### config.mk
export PLATFORM = sky130hd
export DESIGN_NAME = stk_frame_seq
export DESIGN_NICKNAME = d
export VERILOG_FILES = /design/src/rtl/stk_pkg.sv /design/src/rtl/stk_tgt_gen.sv /design/src/rtl/stk_seq_fsm.sv /design/src/rtl/stk_mem_port.sv /design/src/rtl/stk_frame_seq.sv
export SDC_FILE = /design/constraint.sdc
export NUM_CORES = 1
export LEC_CHECK = 0
export BUFFER_PORTS_ARGS = -buffer_cell sky130_fd_sc_hd__buf_2
export CORE_ASPECT_RATIO = 0.75
export CORE_MARGIN = 3
export CORE_UTILIZATION = 25
export DETAILED_ROUTE_END_ITERATION = 8
export GPL_ROUTABILITY_DRIVEN = 0
export PLACE_DENSITY = 0.5
export SYNTH_ARGS = -nofsm -noshare
export SYNTH_HDL_FRONTEND = slang
export SYNTH_HIERARCHICAL = 1
export SYNTH_SLANG_ARGS = --single-unit
### constraint.sdc
create_clock -name clk -period 3.7 [get_ports clk]
set_clock_uncertainty 0.05 [all_clocks]
set_input_delay 0.37 -clock clk [delete_from_list [all_inputs] [get_ports clk]]
set_output_delay 0.37 -clock clk [all_outputs]
set_load 0.01 [all_outputs]
### src/rtl/stk_pkg.sv
package stk_pkg;

   typedef enum logic [1:0] {
      OP_PUSH = 2'd0,
      OP_POP  = 2'd1,
      OP_CALL = 2'd2,
      OP_RET  = 2'd3
   } stk_op_e;

   typedef enum logic [2:0] {
      TG_REG     = 3'd0,
      TG_LIT     = 3'd1,
      TG_REG_LIT = 3'd2,
      TG_LIT_LIT = 3'd3,
      TG_REG_REG = 3'd4
   } stk_tgt_e;

   typedef enum logic [3:0] {
      ST_IDLE     = 4'd0,
      ST_PUSH_WR  = 4'd1,
      ST_POP_RD   = 4'd2,
      ST_POP_CAP  = 4'd3,
      ST_CALL_RA  = 4'd4,
      ST_CALL_FP  = 4'd5,
      ST_CALL_SET = 4'd6,
      ST_RET_SP   = 4'd7,
      ST_RET_RD1  = 4'd8,
      ST_RET_RD2  = 4'd9,
      ST_RET_FIN  = 4'd10
   } stk_state_e;

endpackage

### src/rtl/stk_tgt_gen.sv
module stk_tgt_gen #(
   parameter int AW = 10,
   parameter int DW = 64,
   parameter int LW = 40
) (
   input  logic [2:0]    tgt_sel,
   input  logic [AW-1:0] addr_reg,
   input  logic [DW-1:0] int_reg,
   input  logic [LW-1:0] lit_a,
   input  logic [LW-1:0] lit_b,
   output logic [AW-1:0] tgt,
   output logic [DW-1:0] lit_word
);
   import stk_pkg::*;

   localparam int WEXT = DW - LW;

   logic [AW-1:0] lit_a_aw;
   logic [AW-1:0] lit_b_aw;
   logic [AW-1:0] int_aw;

   // Literal narrowed or widened to the address width
   generate
      if (LW >= AW) begin : g_lit_trunc
         assign lit_a_aw = lit_a[AW-1:0];
         assign lit_b_aw = lit_b[AW-1:0];
      end else begin : g_lit_sext
         assign lit_a_aw = {{(AW-LW){lit_a[LW-1]}}, lit_a};
         assign lit_b_aw = {{(AW-LW){lit_b[LW-1]}}, lit_b};
      end

      if (WEXT > 0) begin : g_word_sext
         assign lit_word = {{WEXT{lit_a[LW-1]}}, lit_a};
      end else begin : g_word_same
         assign lit_word = lit_a;
      end
   endgenerate

   assign int_aw = int_reg[AW-1:0];

   always_comb begin
      unique case (tgt_sel)
         TG_REG:     tgt = addr_reg;
         TG_LIT:     tgt = lit_a_aw;
         TG_REG_LIT: tgt = addr_reg + lit_a_aw;
         TG_LIT_LIT: tgt = lit_a_aw + lit_b_aw;
         TG_REG_REG: tgt = addr_reg + int_aw;
         default:    tgt = addr_reg;
      endcase
   end

endmodule

### src/rtl/stk_seq_fsm.sv
module stk_seq_fsm (
   input  logic                clk,
   input  logic                rst,
   input  logic                start,
   input  logic [1:0]          op_sel,
   input  logic                cond_en,
   input  logic                cond_met,
   output stk_pkg::stk_state_e state,
   output logic                accept,
   output logic                skip,
   output logic                finish
);
   import stk_pkg::*;

   stk_state_e nxt;

   assign accept = (state == ST_IDLE) && start;
   assign skip   = accept && (op_sel == OP_CALL) && cond_en && !cond_met;

   always_comb begin
      unique case (state)
         ST_PUSH_WR, ST_POP_CAP, ST_CALL_SET, ST_RET_FIN: finish = 1'b1;
         default: finish = skip;
      endcase
   end

   always_comb begin
      nxt = state;
      unique case (state)
         ST_IDLE: begin
            if (accept) begin
               unique case (op_sel)
                  OP_PUSH: nxt = ST_PUSH_WR;
                  OP_POP:  nxt = ST_POP_RD;
                  OP_CALL: nxt = skip ? ST_IDLE : ST_CALL_RA;
                  default: nxt = ST_RET_SP;
               endcase
            end
         end
         ST_PUSH_WR:  nxt = ST_IDLE;
         ST_POP_RD:   nxt = ST_POP_CAP;
         ST_POP_CAP:  nxt = ST_IDLE;
         ST_CALL_RA:  nxt = ST_CALL_FP;
         ST_CALL_FP:  nxt = ST_CALL_SET;
         ST_CALL_SET: nxt = ST_IDLE;
         ST_RET_SP:   nxt = ST_RET_RD1;
         ST_RET_RD1:  nxt = ST_RET_RD2;
         ST_RET_RD2:  nxt = ST_RET_FIN;
         ST_RET_FIN:  nxt = ST_IDLE;
         default:     nxt = ST_IDLE;
      endcase
   end

   always_ff @(posedge clk) begin
      if (rst) state <= ST_IDLE;
      else     state <= nxt;
   end

endmodule

### src/rtl/stk_mem_port.sv
module stk_mem_port #(
   parameter int AW = 10,
   parameter int DW = 64
) (
   input  stk_pkg::stk_state_e state,
   input  logic [AW-1:0]       sp,
   input  logic [AW-1:0]       fp,
   input  logic [AW-1:0]       pc,
   input  logic [DW-1:0]       push_word,
   output logic                mem_req,
   output logic                mem_we,
   output logic [AW-1:0]       mem_addr,
   output logic [DW-1:0]       mem_wdata
);
   import stk_pkg::*;

   logic [AW-1:0] sp_up;
   logic [AW-1:0] ret_addr;

   assign sp_up    = sp + 1'b1;
   assign ret_addr = pc + 1'b1;

   always_comb begin
      mem_req   = 1'b0;
      mem_we    = 1'b0;
      mem_addr  = sp;
      mem_wdata = '0;
      unique case (state)
         ST_PUSH_WR: begin
            mem_req   = 1'b1;
            mem_we    = 1'b1;
            mem_wdata = push_word;
         end
         ST_CALL_RA: begin
            mem_req              = 1'b1;
            mem_we               = 1'b1;
            mem_wdata[AW-1:0]    = ret_addr;
         end
         ST_CALL_FP: begin
            mem_req              = 1'b1;
            mem_we               = 1'b1;
            mem_wdata[AW-1:0]    = fp;
         end
         ST_POP_RD, ST_RET_RD1, ST_RET_RD2: begin
            mem_req  = 1'b1;
            mem_addr = sp_up;
         end
         default: ;
      endcase
   end

endmodule

### src/rtl/stk_frame_seq.sv
module stk_frame_seq #(
   parameter int              AW       = 10,
   parameter int              DW       = 64,
   parameter int              LW       = 40,
   parameter logic [63:0]     TOS_ADDR = 64'h3F0,
   parameter logic [63:0]     RESET_PC = 64'h0
) (
   input  logic          clk,
   input  logic          rst,
   input  logic          start,
   input  logic [1:0]    op_sel,
   input  logic          push_lit,
   input  logic          pop_keep,
   input  logic          cond_en,
   input  logic          cond_met,
   input  logic [2:0]    tgt_sel,
   input  logic [AW-1:0] addr_reg,
   input  logic [DW-1:0] int_reg,
   input  logic [LW-1:0] lit_a,
   input  logic [LW-1:0] lit_b,
   input  logic [DW-1:0] push_val,
   output logic          mem_req,
   output logic          mem_we,
   output logic [AW-1:0] mem_addr,
   output logic [DW-1:0] mem_wdata,
   input  logic [DW-1:0] mem_rdata,
   output logic          busy,
   output logic          done,
   output logic [AW-1:0] sp_o,
   output logic [AW-1:0] fp_o,
   output logic [AW-1:0] pc_o,
   output logic          pop_wr,
   output logic [DW-1:0] pop_data
);
   import stk_pkg::*;

   localparam logic [AW-1:0] TOS_INIT = TOS_ADDR[AW-1:0];
   localparam logic [AW-1:0] PC_INIT  = RESET_PC[AW-1:0];

   generate
      if (AW < 2 || AW > DW) begin : g_bad_aw
         $error("stk_frame_seq: AW must lie in 2..DW");
      end
      if (LW < 2 || LW > DW) begin : g_bad_lw
         $error("stk_frame_seq: LW must lie in 2..DW");
      end
      if (AW < 64) begin : g_chk_tos
         if ((TOS_ADDR >> AW) != 64'd0) begin : g_bad_tos
            $error("stk_frame_seq: TOS_ADDR exceeds address width");
         end
      end
   endgenerate

   stk_state_e    state;
   logic          accept;
   logic          skip;
   logic          finish;
   logic [AW-1:0] tgt;
   logic [DW-1:0] lit_word;

   logic [AW-1:0] sp_q;
   logic [AW-1:0] fp_q;
   logic [AW-1:0] pc_q;
   logic [AW-1:0] tgt_q;
   logic [DW-1:0] push_q;
   logic          keep_q;

   stk_seq_fsm u_fsm (
      .clk      (clk),
      .rst      (rst),
      .start    (start),
      .op_sel   (op_sel),
      .cond_en  (cond_en),
      .cond_met (cond_met),
      .state    (state),
      .accept   (accept),
      .skip     (skip),
      .finish   (finish)
   );

   stk_tgt_gen #(.AW(AW), .DW(DW), .LW(LW)) u_tgt (
      .tgt_sel  (tgt_sel),
      .addr_reg (addr_reg),
      .int_reg  (int_reg),
      .lit_a    (lit_a),
      .lit_b    (lit_b),
      .tgt      (tgt),
      .lit_word (lit_word)
   );

   stk_mem_port #(.AW(AW), .DW(DW)) u_mem (
      .state     (state),
      .sp        (sp_q),
      .fp        (fp_q),
      .pc        (pc_q),
      .push_word (push_q),
      .mem_req   (mem_req),
      .mem_we    (mem_we),
      .mem_addr  (mem_addr),
      .mem_wdata (mem_wdata)
   );

   // Operand capture at the accepting edge
   always_ff @(posedge clk) begin
      if (rst) begin
         tgt_q  <= '0;
         push_q <= '0;
         keep_q <= 1'b0;
      end else if (accept) begin
         tgt_q  <= tgt;
         push_q <= push_lit ? lit_word : push_val;
         keep_q <= pop_keep;
      end
   end

   // Architectural pointer updates, one step per state
   always_ff @(posedge clk) begin
      if (rst) begin
         sp_q     <= TOS_INIT;
         fp_q     <= TOS_INIT;
         pc_q     <= PC_INIT;
         done     <= 1'b0;
         pop_wr   <= 1'b0;
         pop_data <= '0;
      end else begin
         done   <= finish;
         pop_wr <= 1'b0;
         unique case (state)
            ST_IDLE: begin
               if (skip) pc_q <= pc_q + 1'b1;
            end
            ST_PUSH_WR: begin
               sp_q <= sp_q - 1'b1;
               pc_q <= pc_q + 1'b1;
            end
            ST_POP_RD: sp_q <= sp_q + 1'b1;
            ST_POP_CAP: begin
               if (keep_q) pop_data <= mem_rdata;
               pop_wr <= keep_q;
               pc_q   <= pc_q + 1'b1;
            end
            ST_CALL_RA, ST_CALL_FP: sp_q <= sp_q - 1'b1;
            ST_CALL_SET: begin
               fp_q <= sp_q;
               pc_q <= tgt_q;
            end
            ST_RET_SP:  sp_q <= fp_q;
            ST_RET_RD1: sp_q <= sp_q + 1'b1;
            ST_RET_RD2: begin
               fp_q <= mem_rdata[AW-1:0];
               sp_q <= sp_q + 1'b1;
            end
            ST_RET_FIN: pc_q <= mem_rdata[AW-1:0];
            default: ;
         endcase
      end
   end

   assign busy = (state != ST_IDLE);
   assign sp_o = sp_q;
   assign fp_o = fp_q;
   assign pc_o = pc_q;

endmodule

==> results.md <==
* Hold-critical path depth at 3
* Worst Hold Slack at 90.2 ps
* Number of global-route vias before repair at 9389
* Fin crit share at 82.5%
* Asr flop ratio synth at 0%
* DPL Wire Length at 28.7 mm
* Worst-Skew Late Latency at 460 ps
* Worst path required time at 3280 ps
* First-pass GRT wire length at 56.9 mm
* DRC viols at 0
* Post-synthesis simple-gate area fraction at 20.9%
* Row cnt at 64
* Chip Height at 183 µm
* Reg clk slew, reported paths at 80 ps
* Clk root buf: clkbuf_16
* Max-cap viol count at 0
* CTS H-tree depth at 4
* Setup TNS at 0 ps
* Vias at 10100
* CP Data Arrival Time at 2630 ps
* Xor/xnor share of the synthesized area at 2.85%
* Final Max Slew Viols at 0
* Max IR drop VDD at 335 µV
* Setup violations, final at 0
* GRT overflow at 0
* CTS sink cnt at 175
* Worst slew pin tran at 795 ps
* Synth Instances at 1278
* DRT iter0 DRCs at 578
* Area growth, synth to finish at 24.2%
* Placed Instances at 2090
* Endpoints failing hold at 0
* Status: complete, no violations
* Cell Area, Placed at 12400 µm²
* CTS tree: built
* Fin nets at 1869
* Layout cell share with drive strength beyond 1 at 30.5%
* Critical path class: reg -> out
* Worst Reg-to-Reg Cells at 8
* CP dominant cell by count: buf_4
* Max clock buf depth at 2
* GR Util All Layers at 16.5%
* Post-CTS Setup Inserts at 0
* Design Area, Final at 13000 µm²
* Hold-fix buffers at CTS at 0
* Die width at 242 µm
* Total CTS buffers at 17
* Largest net degree at the start of global routing at 140
* Synth Area in Adders at 3.37%
* Core Region at 41100 µm²
* I/O pin count at 467
* Cts repair resizes at 0
* Flops & latches, synth at 175
* Startpoint Class: register
* Slew HR at 46.5%
* RSZ-0062 raised after global routing: no
* Routed Antenna Nets at 0
* Max Fanout on Critical Path at 54
* Netlist cell types at 85
* Sequential share of the synthesized area at 33.5%
* Complex-gate fraction of the synthesized area at 20.0%
* Synthesized Nets at 1599
* Starting Density at 25.5%
* Ys flop type: dfxtp_1
* Yosys warns at 6
* Crit-path slowest cell: dfxtp_1
* Finished Layout Cells at 2123
* Die area at 44400 µm²
* Hold WC Path Type: in -> reg
* Synth Cell Area at 10500 µm²
* Syn avg cell area at 8.19 µm²
* Mux share of post-synthesis cell area at 10.6%
* Port bufs at 382
* Wire per inst at 18.0 µm
* Max Freq at 327 MHz
* Initial antenna violation count at 4
* Drt pass-1 iters at 5
* Largest family of logic cells by synthesized area: simple AND/OR/NAND/NOR gates
* Total wire length at 38.3 mm
* Crit path cell chain: buf_4 > nor2_1 > nand2_1 > nor2_2 > buf_4 > and2_1 > buf_2
* Post-route minimum period at 3050 ps
* Power Density at 408 nW/µm²
* Number of synthesized flops with an enable pin at 0
* Final Power at 5.30 mW
* Crit end category: output pin
* Lkg Pwr at 5.69 nW
* Max stage delay on crit path at 440 ps
* Vias per cell at 4.76
[cells in the final DEF (no fill, tap or decap), types with 4 or more instances in the layout]
cell,instances
a211oi_1,73
or4_1,4
a31oi_1,4
a21oi_1,99
clkbuf_16,17
a21o_1,4
nand2b_1,4
o22a_1,4
ha_1,25
clkinv_2,4
o21ai_0,25
nor2_1,118
buf_2,380
inv_1,16
nand4_1,12
o22ai_1,21
nor3_1,14
nand2_1,165
and3_1,14
o31ai_1,7
xnor2_1,20
buf_4,21
nor2b_1,8
o21a_1,7
o21bai_1,10
a22oi_1,14
xor2_1,14
nor2_2,4
or3_1,7
nand3_1,16
mux2i_1,94
mux2_2,13
dfxtp_1,175
and2_1,57
[state kept, by name (all words and copies together), names as in the netlist]
register	cells
done	1
fp_o	10
pop_wr	1
u_fsm/state	4
sp_o	10
keep_q	1
pc_o	10
push_q	64
tgt_q	10
pop_data	64
[path summary, 6_finish.rpt]
path	slack, ps	end	from
worst max-delay path	650	mem_wdata[25]	u_fsm/state[3]$_SDFFE_PP0P_
worst min-delay path	90	pop_data[53]$_SDFFE_PP0P_	mem_rdata[53]
worst max register to register	750	sp_o[8]$_SDFFE_PP1P_	u_fsm/state[3]$_SDFFE_PP0P_
worst min register to register	400	pop_data[0]$_SDFFE_PP0P_	pop_data[0]$_SDFFE_PP0P_
[worst max-delay path, delay by kind of cell, from the launching register on]
kind | cells | cell delay [ps]
DFF | 1 | 440
buffers and inverters | 3 | 810
and+or+nand+nor | 4 | 930
[metal layers]
metal	share of wire [%]	vias up	wire length, µm	track usage [%]
li1	-	5012	-	-
met1	46	4813	17700	22.4
met2	48	251	18200	26.7
met3	5.0	27	1920	3.71
met4	1.2	4	468	4.32
met5	0.071	-	27	0
[kinds of logic (layout without fill, tap and decap cells)]
group                    count (synthesis)  count (layout)
AND/OR/NAND/NOR                        453             453
AO/OA/AOI/OAI                          311             311
flip-flops                             175             175
buffers and inverters                  170             453
multiplexers                           108             108
XOR/XNOR                                34              34
adder cells (fa/ha/maj)                 27              27
other                                    0               1
[cell usage after synthesis, drive strengths merged (21+ instances only)]
cell type	count	area (µm²)
a211oi	73	548
buf	87	602
nor2	122	465
ha	25	313
dfxtp	175	3500
a21oi	100	504
o22ai	21	131
mux2i	94	941
nand2	166	626
clkbuf	66	251
o21ai	28	140
and2	58	364
[cell type report]
class,count,area (µm²)
Clock inverter,13,131
Inverter,17,63.8
Timing Repair Buffer,404,2110
Sequential cell,175,3500
Tap cell,561,702
Clock buffer,19,433
Fill cell,4454,28100
Antenna cell,1,2.50
Multi-Input combinational cell,933,6050
[per-stage QoR]
stage / setup WS (ps) / util (%)
finish: 646 / 31.6
global route: 345 / 31.6
CTS: 552 / 31.6
detailed placement: 393 / 30.3
global placement: 406 / 30.3
floorplan: 280 / -
[power breakdown]
group | total (mW) | switching, mW | internal, mW
registers | 2.19 | 0.160 | 2.03
logic | 1.30 | 0.743 | 0.559
clock network | 1.81 | 0.867 | 0.944
total | 5.30 | 1.77 | 3.53
(Power assumes the default switching activity.)
